[config.mk]
export PLATFORM = sky130hd
export DESIGN_NAME = ext_irq_arbiter
export DESIGN_NICKNAME = d
export VERILOG_FILES = /design/src/rtl/ext_irq_pkg.sv /design/src/rtl/ext_irq_ctrl.sv /design/src/rtl/ext_irq_datapath.sv /design/src/rtl/ext_irq_arbiter.sv
export SDC_FILE = /design/constraint.sdc
export NUM_CORES = 1
export LEC_CHECK = 0
export BUFFER_PORTS_ARGS = -buffer_cell sky130_fd_sc_hd__buf_2
export CORE_MARGIN = 2
export CORE_UTILIZATION = 33
export DETAILED_ROUTE_END_ITERATION = 8
export GPL_ROUTABILITY_DRIVEN = 1
export SLEW_MARGIN = 10
export SYNTH_ARGS = -nofsm -noshare
export SYNTH_HDL_FRONTEND = slang
export SYNTH_SLANG_ARGS = --single-unit
[constraint.sdc]
create_clock -name clk -period 2.85 [get_ports clk]
set_input_delay 0.1425 -clock clk [delete_from_list [all_inputs] [get_ports clk]]
set_output_delay 0.1425 -clock clk [all_outputs]
set_load 0.02 [all_outputs]
[src/rtl/ext_irq_pkg.sv]
package ext_irq_pkg;
  localparam int NSRC = 8;

  localparam int SRC_KEY  = 0;
  localparam int SRC_MALF = 1;
  localparam int SRC_EMER = 2;
  localparam int SRC_CALL = 3;
  localparam int SRC_CLKC = 4;
  localparam int SRC_TMR  = 5;
  localparam int SRC_INTV = 6;
  localparam int SRC_SERV = 7;

  localparam logic [15:0] CODE_KEY  = 16'h0040;
  localparam logic [15:0] CODE_MALF = 16'h1200;
  localparam logic [15:0] CODE_EMER = 16'h1201;
  localparam logic [15:0] CODE_CALL = 16'h1202;
  localparam logic [15:0] CODE_CLKC = 16'h1004;
  localparam logic [15:0] CODE_TMR  = 16'h1005;
  localparam logic [15:0] CODE_INTV = 16'h0080;
  localparam logic [15:0] CODE_SERV = 16'h2401;

  // Strobes from control to datapath
  typedef struct packed {
    logic            fire;
    logic [NSRC-1:0] grant;
  } arb_strb_t;

  function automatic logic [15:0] srcCode(input int k);
    case (k)
      SRC_KEY:  return CODE_KEY;
      SRC_MALF: return CODE_MALF;
      SRC_EMER: return CODE_EMER;
      SRC_CALL: return CODE_CALL;
      SRC_CLKC: return CODE_CLKC;
      SRC_TMR:  return CODE_TMR;
      SRC_INTV: return CODE_INTV;
      default:  return CODE_SERV;
    endcase
  endfunction
endpackage

[src/rtl/ext_irq_ctrl.sv]
module ext_irq_ctrl
  import ext_irq_pkg::*;
(
  input  logic            poll,
  input  logic            extEnable,
  input  logic [NSRC-1:0] srcEnable,
  input  logic [NSRC-1:0] pendVec,
  output arb_strb_t       strb
);
  logic [NSRC-1:0] cand;

  assign cand = pendVec & srcEnable & {NSRC{poll & extEnable}};

  // Fixed priority: lower index wins
  assign strb.grant[0] = cand[0];
  generate
    for (genvar k = 1; k < NSRC; k++) begin : g_prio
      assign strb.grant[k] = cand[k] & ~(|cand[k-1:0]);
    end
  endgenerate

  assign strb.fire = |cand;
endmodule

[src/rtl/ext_irq_datapath.sv]
module ext_irq_datapath
  import ext_irq_pkg::*;
#(
  parameter int NCPU   = 8,
  parameter int ADDR_W = 16,
  parameter int TOD_W  = 64,
  parameter int PARM_W = 32
) (
  input  logic              clk,
  input  logic              rstN,
  input  arb_strb_t         strb,
  input  logic              keyReq,
  input  logic [NCPU-1:0]   malfReq,
  input  logic [NCPU-1:0]   emerReq,
  input  logic              callReq,
  input  logic [ADDR_W-1:0] callSrc,
  input  logic [TOD_W-1:0]  todValue,
  input  logic [TOD_W-1:0]  cmpValue,
  input  logic [TOD_W-1:0]  cpuTimer,
  input  logic              intvReq,
  input  logic              servReq,
  input  logic [PARM_W-1:0] servParamIn,
  output logic [NSRC-1:0]   pendVec,
  output logic              deliver,
  output logic [15:0]       intCode,
  output logic [ADDR_W-1:0] srcCpu,
  output logic [PARM_W-1:0] servParam
);
  localparam int CPU_W = (NCPU > 1) ? $clog2(NCPU) : 1;

  logic              keyLat, callLat, intvLat, servLat;
  logic [NCPU-1:0]   malfBits, emerBits;
  logic [ADDR_W-1:0] callSrcLat;
  logic [PARM_W-1:0] servParamLat;

  logic              effKey, effCall, effIntv, effServ, cmpHit, tmrNeg;
  logic [NCPU-1:0]   effMalf, effEmer, malfClr, emerClr;
  logic [ADDR_W-1:0] effCallSrc;
  logic [PARM_W-1:0] effParam;
  logic [CPU_W-1:0]  malfIdx, emerIdx;
  logic [15:0]       codeNext;
  logic [ADDR_W-1:0] cpuNext;

  assign effKey     = keyLat | keyReq;
  assign effCall    = callLat | callReq;
  assign effIntv    = intvLat | intvReq;
  assign effServ    = servLat | servReq;
  assign effMalf    = malfBits | malfReq;
  assign effEmer    = emerBits | emerReq;
  assign effCallSrc = callReq ? callSrc : callSrcLat;
  assign effParam   = servReq ? servParamIn : servParamLat;
  assign cmpHit     = todValue > cmpValue;
  assign tmrNeg     = $signed(cpuTimer) < 0;

  // Lowest-numbered sender per class
  always_comb begin
    malfIdx = '0;
    emerIdx = '0;
    for (int i = NCPU - 1; i >= 0; i--) begin
      if (effMalf[i]) malfIdx = CPU_W'(i);
      if (effEmer[i]) emerIdx = CPU_W'(i);
    end
  end

  assign pendVec = {effServ, effIntv, tmrNeg, cmpHit,
                    effCall, |effEmer, |effMalf, effKey};

  assign malfClr = strb.grant[SRC_MALF] ? (NCPU'(1) << malfIdx) : '0;
  assign emerClr = strb.grant[SRC_EMER] ? (NCPU'(1) << emerIdx) : '0;

  always_comb begin
    codeNext = '0;
    for (int k = 0; k < NSRC; k++)
      if (strb.grant[k]) codeNext = codeNext | srcCode(k);
  end

  always_comb begin
    cpuNext = '0;
    if (strb.grant[SRC_MALF])      cpuNext = ADDR_W'(malfIdx);
    else if (strb.grant[SRC_EMER]) cpuNext = ADDR_W'(emerIdx);
    else if (strb.grant[SRC_CALL]) cpuNext = effCallSrc;
  end

  always_ff @(posedge clk) begin
    if (!rstN) begin
      keyLat       <= 1'b0;
      callLat      <= 1'b0;
      intvLat      <= 1'b0;
      servLat      <= 1'b0;
      malfBits     <= '0;
      emerBits     <= '0;
      callSrcLat   <= '0;
      servParamLat <= '0;
      deliver      <= 1'b0;
      intCode      <= '0;
      srcCpu       <= '0;
      servParam    <= '0;
    end else begin
      keyLat       <= effKey  & ~strb.grant[SRC_KEY];
      callLat      <= effCall & ~strb.grant[SRC_CALL];
      intvLat      <= effIntv & ~strb.grant[SRC_INTV];
      servLat      <= effServ & ~strb.grant[SRC_SERV];
      malfBits     <= effMalf & ~malfClr;
      emerBits     <= effEmer & ~emerClr;
      callSrcLat   <= effCallSrc;
      servParamLat <= strb.grant[SRC_SERV] ? '0 : effParam;
      deliver      <= strb.fire;
      intCode      <= codeNext;
      srcCpu       <= cpuNext;
      servParam    <= strb.grant[SRC_SERV] ? effParam : '0;
    end
  end

  // the served malfunction sender bit is gone after the edge
  a_r3_malf_clear: assert property (@(posedge clk) disable iff (!rstN)
    strb.grant[SRC_MALF] |=> !malfBits[$past(malfIdx)]);

  // a delivered console key does not stay latched
  a_r7_key_clear: assert property (@(posedge clk) disable iff (!rstN)
    strb.grant[SRC_KEY] |=> !keyLat);
endmodule

[src/rtl/ext_irq_arbiter.sv]
module ext_irq_arbiter
  import ext_irq_pkg::*;
#(
  parameter int NCPU   = 8,
  parameter int ADDR_W = 16,
  parameter int TOD_W  = 64,
  parameter int PARM_W = 32
) (
  input  logic              clk,
  input  logic              rstN,
  input  logic              extEnable,
  input  logic [7:0]        srcEnable,
  input  logic              poll,
  input  logic              keyReq,
  input  logic [NCPU-1:0]   malfReq,
  input  logic [NCPU-1:0]   emerReq,
  input  logic              callReq,
  input  logic [ADDR_W-1:0] callSrc,
  input  logic [TOD_W-1:0]  todValue,
  input  logic [TOD_W-1:0]  cmpValue,
  input  logic [TOD_W-1:0]  cpuTimer,
  input  logic              intvReq,
  input  logic              servReq,
  input  logic [PARM_W-1:0] servParamIn,
  output logic              deliver,
  output logic [15:0]       intCode,
  output logic [ADDR_W-1:0] srcCpu,
  output logic [PARM_W-1:0] servParam
);
  arb_strb_t       strb;
  logic [NSRC-1:0] pendVec;

  ext_irq_ctrl u_ctrl (
    .poll(poll), .extEnable(extEnable), .srcEnable(srcEnable),
    .pendVec(pendVec), .strb(strb)
  );

  ext_irq_datapath #(
    .NCPU(NCPU), .ADDR_W(ADDR_W), .TOD_W(TOD_W), .PARM_W(PARM_W)
  ) u_dp (
    .clk(clk), .rstN(rstN), .strb(strb),
    .keyReq(keyReq), .malfReq(malfReq), .emerReq(emerReq),
    .callReq(callReq), .callSrc(callSrc),
    .todValue(todValue), .cmpValue(cmpValue), .cpuTimer(cpuTimer),
    .intvReq(intvReq), .servReq(servReq), .servParamIn(servParamIn),
    .pendVec(pendVec), .deliver(deliver), .intCode(intCode),
    .srcCpu(srcCpu), .servParam(servParam)
  );

  // no delivery without a poll under the master enable
  a_r8_master_gate: assert property (@(posedge clk) disable iff (!rstN)
    deliver |-> $past(poll && extEnable));

  // sender field only for the three signalling classes
  a_r4_sender_zero: assert property (@(posedge clk) disable iff (!rstN)
    (deliver && intCode != CODE_MALF && intCode != CODE_EMER
     && intCode != CODE_CALL) |-> srcCpu == '0);

  // parameter only with the service code
  a_r9_param_zero: assert property (@(posedge clk) disable iff (!rstN)
    (deliver && intCode != CODE_SERV) |-> servParam == '0);

  // outputs quiet between deliveries
  a_r2_idle_quiet: assert property (@(posedge clk) disable iff (!rstN)
    !deliver |-> (intCode == '0 && srcCpu == '0 && servParam == '0));
endmodule

==> Word-level counts from Yosys, hierarchy flattened <==
Index checks and enable logic that the tools add are counted.
{ "word_totals": {"mem_bits_ro": 0, "latch_bits": 0, "in_bits": 272, "ramBits": 0, "n_memories": 0, "regBits": 133} }
{ "classes": {"n_mul": 0, "shift": 2, "eq_ne": 0, "add_sub_neg": 0, "bitwise_logic": 42, "magnitude_cmp": 2, "n_mux": 38, "n_reduce_logical": 12, "n_div": 0} }
{ "op_table": {"columns": ["op", "count"], "rows": [
  ["16-bit two-way mux", 15],
  ["16-bit bitwise OR", 6],
  ["64-bit > comparator", 1],
  ["64-bit by 1-bit < comparator with 1-bit output (second input constant)", 1],
  ["3-bit two-way mux", 19],
  ["8-bit AND", 4],
  ["32-bit two-way mux", 1],
  ["8-bit OR reduction", 3],
  ["8-bit two-way mux", 2],
  ["8-bit NOT", 2],
  ["7-bit by 16-bit bitwise OR with 16-bit output", 1],
  ["8-bit bitwise OR", 2],
  ["1-bit by 3-bit << shifter with 8-bit output (first input constant)", 2],
  ["1-bit AND", 12],
  ["1-bit NOT", 11],
  ["4-bit OR reduction", 2],
  ["7-bit two-way mux", 1],
  ["7-bit OR reduction", 1],
  ["6-bit OR reduction", 1],
  ["5-bit OR reduction", 1],
  ["1-bit bitwise OR", 4],
  ["2-bit OR reduction", 2],
  ["3-bit OR reduction", 1],
  ["2-bit AND reduction", 1]
]} }

==> Longest topological paths before layout <==
{ "logic_depth": {"word_depth": 21, "depth_mapped": 11, "mapped_depth_nobuf": 9} }

==> Modules after synthesis <==
From an unflattened synthesis, not the netlist that was laid out.
{ "unflattened": {"hier_cells": 658, "area_unflattened_um2": 5935.7} }
{ "modules_own_cells": {"columns": ["module", "cells_per_inst", "area_each_um2", "instances", "seq_area_each_um2"], "rows": [
  ["ext_irq_datapath", 636, 5795.6, 1, 2502.4],
  ["ext_irq_ctrl", 22, 140.1, 1, 0.0]
]} }

==> Least setup slack after synthesis <==
No wires, ideal clock.
{ "synth_path": {"path_type": "input to register", "startpoint": "in cmpValue[61]", "endpoint": "reg u_dp.servParam[24]", "t_required_ps": 2774, "slack_ps": -109, "arrival_time_ps": 2883, "stages": 11, "setup_time_ps": 76, "n_path_buf": 2, "path_cell_list": "inv_1 -> ha_1 -> nand4_2 -> or4_4 -> or4_4 -> or4_4 -> o211a_1 -> o21a_1 -> buf_6 -> buf_12 -> nor3_4"} }
{ "synth_via": {"elab_chain_cells": 7} }
{ "synth_lines": {"columns": ["item", "line_no", "source"], "rows": [
  ["start, declared", "ext_irq_arbiter.sv:20", "input logic [TOD_W-1:0] cmpValue,"],
  ["64-bit > comparator", "ext_irq_datapath.sv:52", "assign cmpHit = todValue > cmpValue;"],
  ["8-bit AND (2 in a row)", "ext_irq_ctrl.sv:12", "assign cand = pendVec & srcEnable & {NSRC{poll & extEnable}};"],
  ["7-bit OR reduction", "ext_irq_ctrl.sv:18", "assign strb.grant[k] = cand[k] & ~(|cand[k-1:0]);"],
  ["1-bit NOT", "ext_irq_ctrl.sv:18", null],
  ["1-bit AND", "ext_irq_ctrl.sv:18", null],
  ["2-bit AND reduction (no line)", null, null],
  ["end signal, assigned", "ext_irq_datapath.sv:110", "servParam <= strb.grant[SRC_SERV] ? effParam : '0;"],
  ["end, declared", "ext_irq_datapath.sv:27", "output logic [PARM_W-1:0] servParam"]
]} }
Every way passes these cells.
A chain may end at the register's enable or synchronous reset.

==> Worst setup path after layout <==
{ "layout_path": {"startpoint": "in cmpValue[57]", "endpoint": "reg u_dp.intCode[7]"} }
{ "layout_via": {"elab_chain_cells": 11} }
{ "layout_lines": {"columns": ["item", "line_no", "source"], "rows": [
  ["64-bit > comparator (*)", "ext_irq_datapath.sv:52", null],
  ["8-bit AND (*) (2 in a row)", "ext_irq_ctrl.sv:12", null],
  ["1-bit AND or 5-bit OR reduction (tied branches)", "ext_irq_ctrl.sv:18", null],
  ["16-bit two-way mux or 1-bit NOT (tied branches)", "ext_irq_datapath.sv:74, ext_irq_ctrl.sv:18", null],
  ["16-bit bitwise OR or 1-bit AND (tied branches)", "ext_irq_datapath.sv:74, ext_irq_ctrl.sv:18", null],
  ["16-bit two-way mux", "ext_irq_datapath.sv:74", "if (strb.grant[k]) codeNext = codeNext | srcCode(k);"],
  ["16-bit bitwise OR", "ext_irq_datapath.sv:74", null],
  ["16-bit two-way mux", "ext_irq_datapath.sv:74", null],
  ["16-bit bitwise OR", "ext_irq_datapath.sv:74", null],
  ["16-bit two-way mux (*)", "ext_irq_datapath.sv:74", null],
  ["end signal, assigned", "ext_irq_datapath.sv:108", "intCode <= codeNext;"],
  ["end, declared", "ext_irq_datapath.sv:25", "output logic [15:0] intCode,"]
]} }
Mark *: on every way between the ends. The rest lies on a longest branch, timed or not.

==> out/metrics.csv <==
metric,value,unit
ant_nets,0,
antenna_cells,0,
max_freq,377,MHz
synth_cell_types,51,
power_density,549,nW/µm²
relSlewSlack,64.6,%
drc,0,
arrival,2970,ps
clkSinkCount,125,
dr.pass1.iters,4,
yosysSeqAreaShare,39.8,%
viasPerCell,4.81,
synth_edf_count,0,
rsz0062_at_grt,no,
h-tree-depth,4,
fin_worst_skew,10.1,ps
whs,6.60,ps
grtUsageTotal,16.6,%
period_share,93.1,%
cp.required,3160,ps
synth_area,6280,µm²
hold_depth,3,
drive_above_1_share,38.3,%
path_class,input pin to register,
final_util,47.1,%
wl_per_cell,14.1,µm
antenna_found_initial,3,
hold_path_class,input pin to register,
ios,337,
dr_total_vias,5791,
crit_fanout,23,
tritoncts,done,
r2r.worst_path.cells,8,
yosys-top-cells-count,"125 x dfxtp_1, 72 x inv_1, 64 x ha_1, 60 x nor2_1, 47 x mux2i_1",
cts_buffers,17,
start_util,33.6,%
clk_latency,410,ps
die_area,20200,µm²
worstSetupStartpointType,input pin,
synth_flop_cell,dfxtp_1,
first_iter_violations,144,
worst_pin_slew,527,ps
drt-total-wl,16900,µm
period_needed,2650,ps
synth_warnings,0,
placed_area,8010,µm²
area_growth,40.1,%
p_leak,4.34,nW
gr-total-overflow,0,
synth.avg_cell_area,9.42,µm²
maxCapViolations,0,
synth_seq_cells,125,
fin_area,8800,µm²
grt_pass1_wl,26800,µm
grt_max_degree,38,
cts_root_buf,clkbuf_16,
slew_violations,0,
ir_drop,0.000383,V
yosysMostFrequentCell,dfxtp_1,
dp_hpwl,13200,µm
synthTopCellsByArea,"dfxtp_1 40%, ha_1 13%, mux2i_1 7.5%",
grt_pass1_vias,5694,
finalSetupViolations,0,
async_flop_share,0,%
cts.reportedPaths.clkPinSlew,60,ps
synthCells,667,
yosysTopAreaCellShare,39.8,%
cp-end-kind,register,
cts_buffer_depth,2,
hold_viol,0,
core,18700,µm²
fin_nets,1294,
status,"complete, no violations",
num_rows,50,
postCtsSetupRepairBufs,0,
die-width,142,µm
yosysTopAreaCell,dfxtp_1,
io_buffers,266,
die_y,142,µm
gp_congestion,0.794,
## area by class of cell
class                      instances  area (µm²)
inverter                          72         270
clock inverter                    15         210
multi-input combinational        435        3370
sequential                       125        2500
tap                              234         293
clock buffer                      17         425
fill                            1816        9900
timing repair buffer             307        1730
## what timing repair did
action,in CTS,in global routing
hold endpoints to repair,21,0
endpoints found under the setup margin,0,3
resized for setup,0,1
hold buffers,15,0
## metrics by stage
stage               cells  setup TNS, ps  setup WS, ps  total power, mW
finish               1205              0           195             4.84
global placement     1158          -7820          -173             2.55
global route         1205              0          84.5             5.05
detailed placement   1158         -10090          -229             2.56
floorplan             673          -14.9         -9.79             2.29
CTS                  1205              0           184             4.89
## worst paths after layout
path,slack [ps],end,from
worst max-delay path,200,u_dp.intCode[7],cmpValue[57]
worst min-delay path,7,u_dp.callSrcLat[0],callSrc[0]
worst max register to register,350,u_dp.srcCpu[2],u_dp.malfBits[1]
worst min register to register,490,u_dp.srcCpu[15],u_dp.callSrcLat[15]
## power breakdown
| part | switching (mW) | total [mW] | internal, mW |
|---|---|---|---|
| Sequential | 0.0242 | 1.85 | 1.82 |
| Combinational | 0.362 | 0.689 | 0.327 |
| Clock | 0.818 | 2.30 | 1.48 |
## state kept, by name (all words and copies together), names as in the netlist
register,flops
u_dp.servLat,1
u_dp.intCode,8
u_dp.callLat,1
u_dp.malfBits,8
u_dp.servParamLat,32
u_dp.intvLat,1
u_dp.keyLat,1
u_dp.servParam,32
u_dp.deliver,1
u_dp.callSrcLat,16
u_dp.emerBits,8
u_dp.srcCpu,16
## worst max-delay path, cell delays in order
cell	delay [ps]
buf_2	80
inv_1	30
ha_1	290
nand4_2	110
or4_4	520
or4_4	440
or4_4	500
o211a_1	250
o21a_2	140
buf_12	170
nor4_2	280
## layer usage
layer,part of all wire (%),track usage [%],vias to the layer above
met1,43,19.4,2590
met3,7.0,4.98,12
met2,49,29.6,198
li1,-,-,2985
met5,0.27,0,-
met4,0.35,3.95,6
## cell usage in the layout, fill, tap and decap left out, types with 4 or more instances in the layout
master	instances
buf_2	266
nand2b_1	4
dfxtp_1	125
inv_1	71
conb_1	7
nor3_1	14
o211ai_1	4
nand4_1	13
clkbuf_16	17
bufinv_16	4
mux2i_1	47
o21ai_0	16
a211oi_1	11
o31ai_1	4
ha_4	5
a21oi_1	33
nand2_1	27
dlygate4sd3_1	15
nor2_1	59
ha_1	59
nor4_1	9
a311oi_1	34
buf_4	22
a31oi_1	6
buf_12	4
nand3_1	8
inv_6	5
nor3_2	27
## cell families (layout without fill, tap and decap cells)
family	Yosys count	in the layout	synth area share, %
mux	48	48	7.67
compound gates	132	132	14.7
flops	125	125	39.8
fa+ha+maj	64	64	12.7
other cells	1	7	0.0597
buf+inv	113	411	8.18
simple gates	184	184	16.8
No activity file was read; power rests on OpenSTA's default activity.
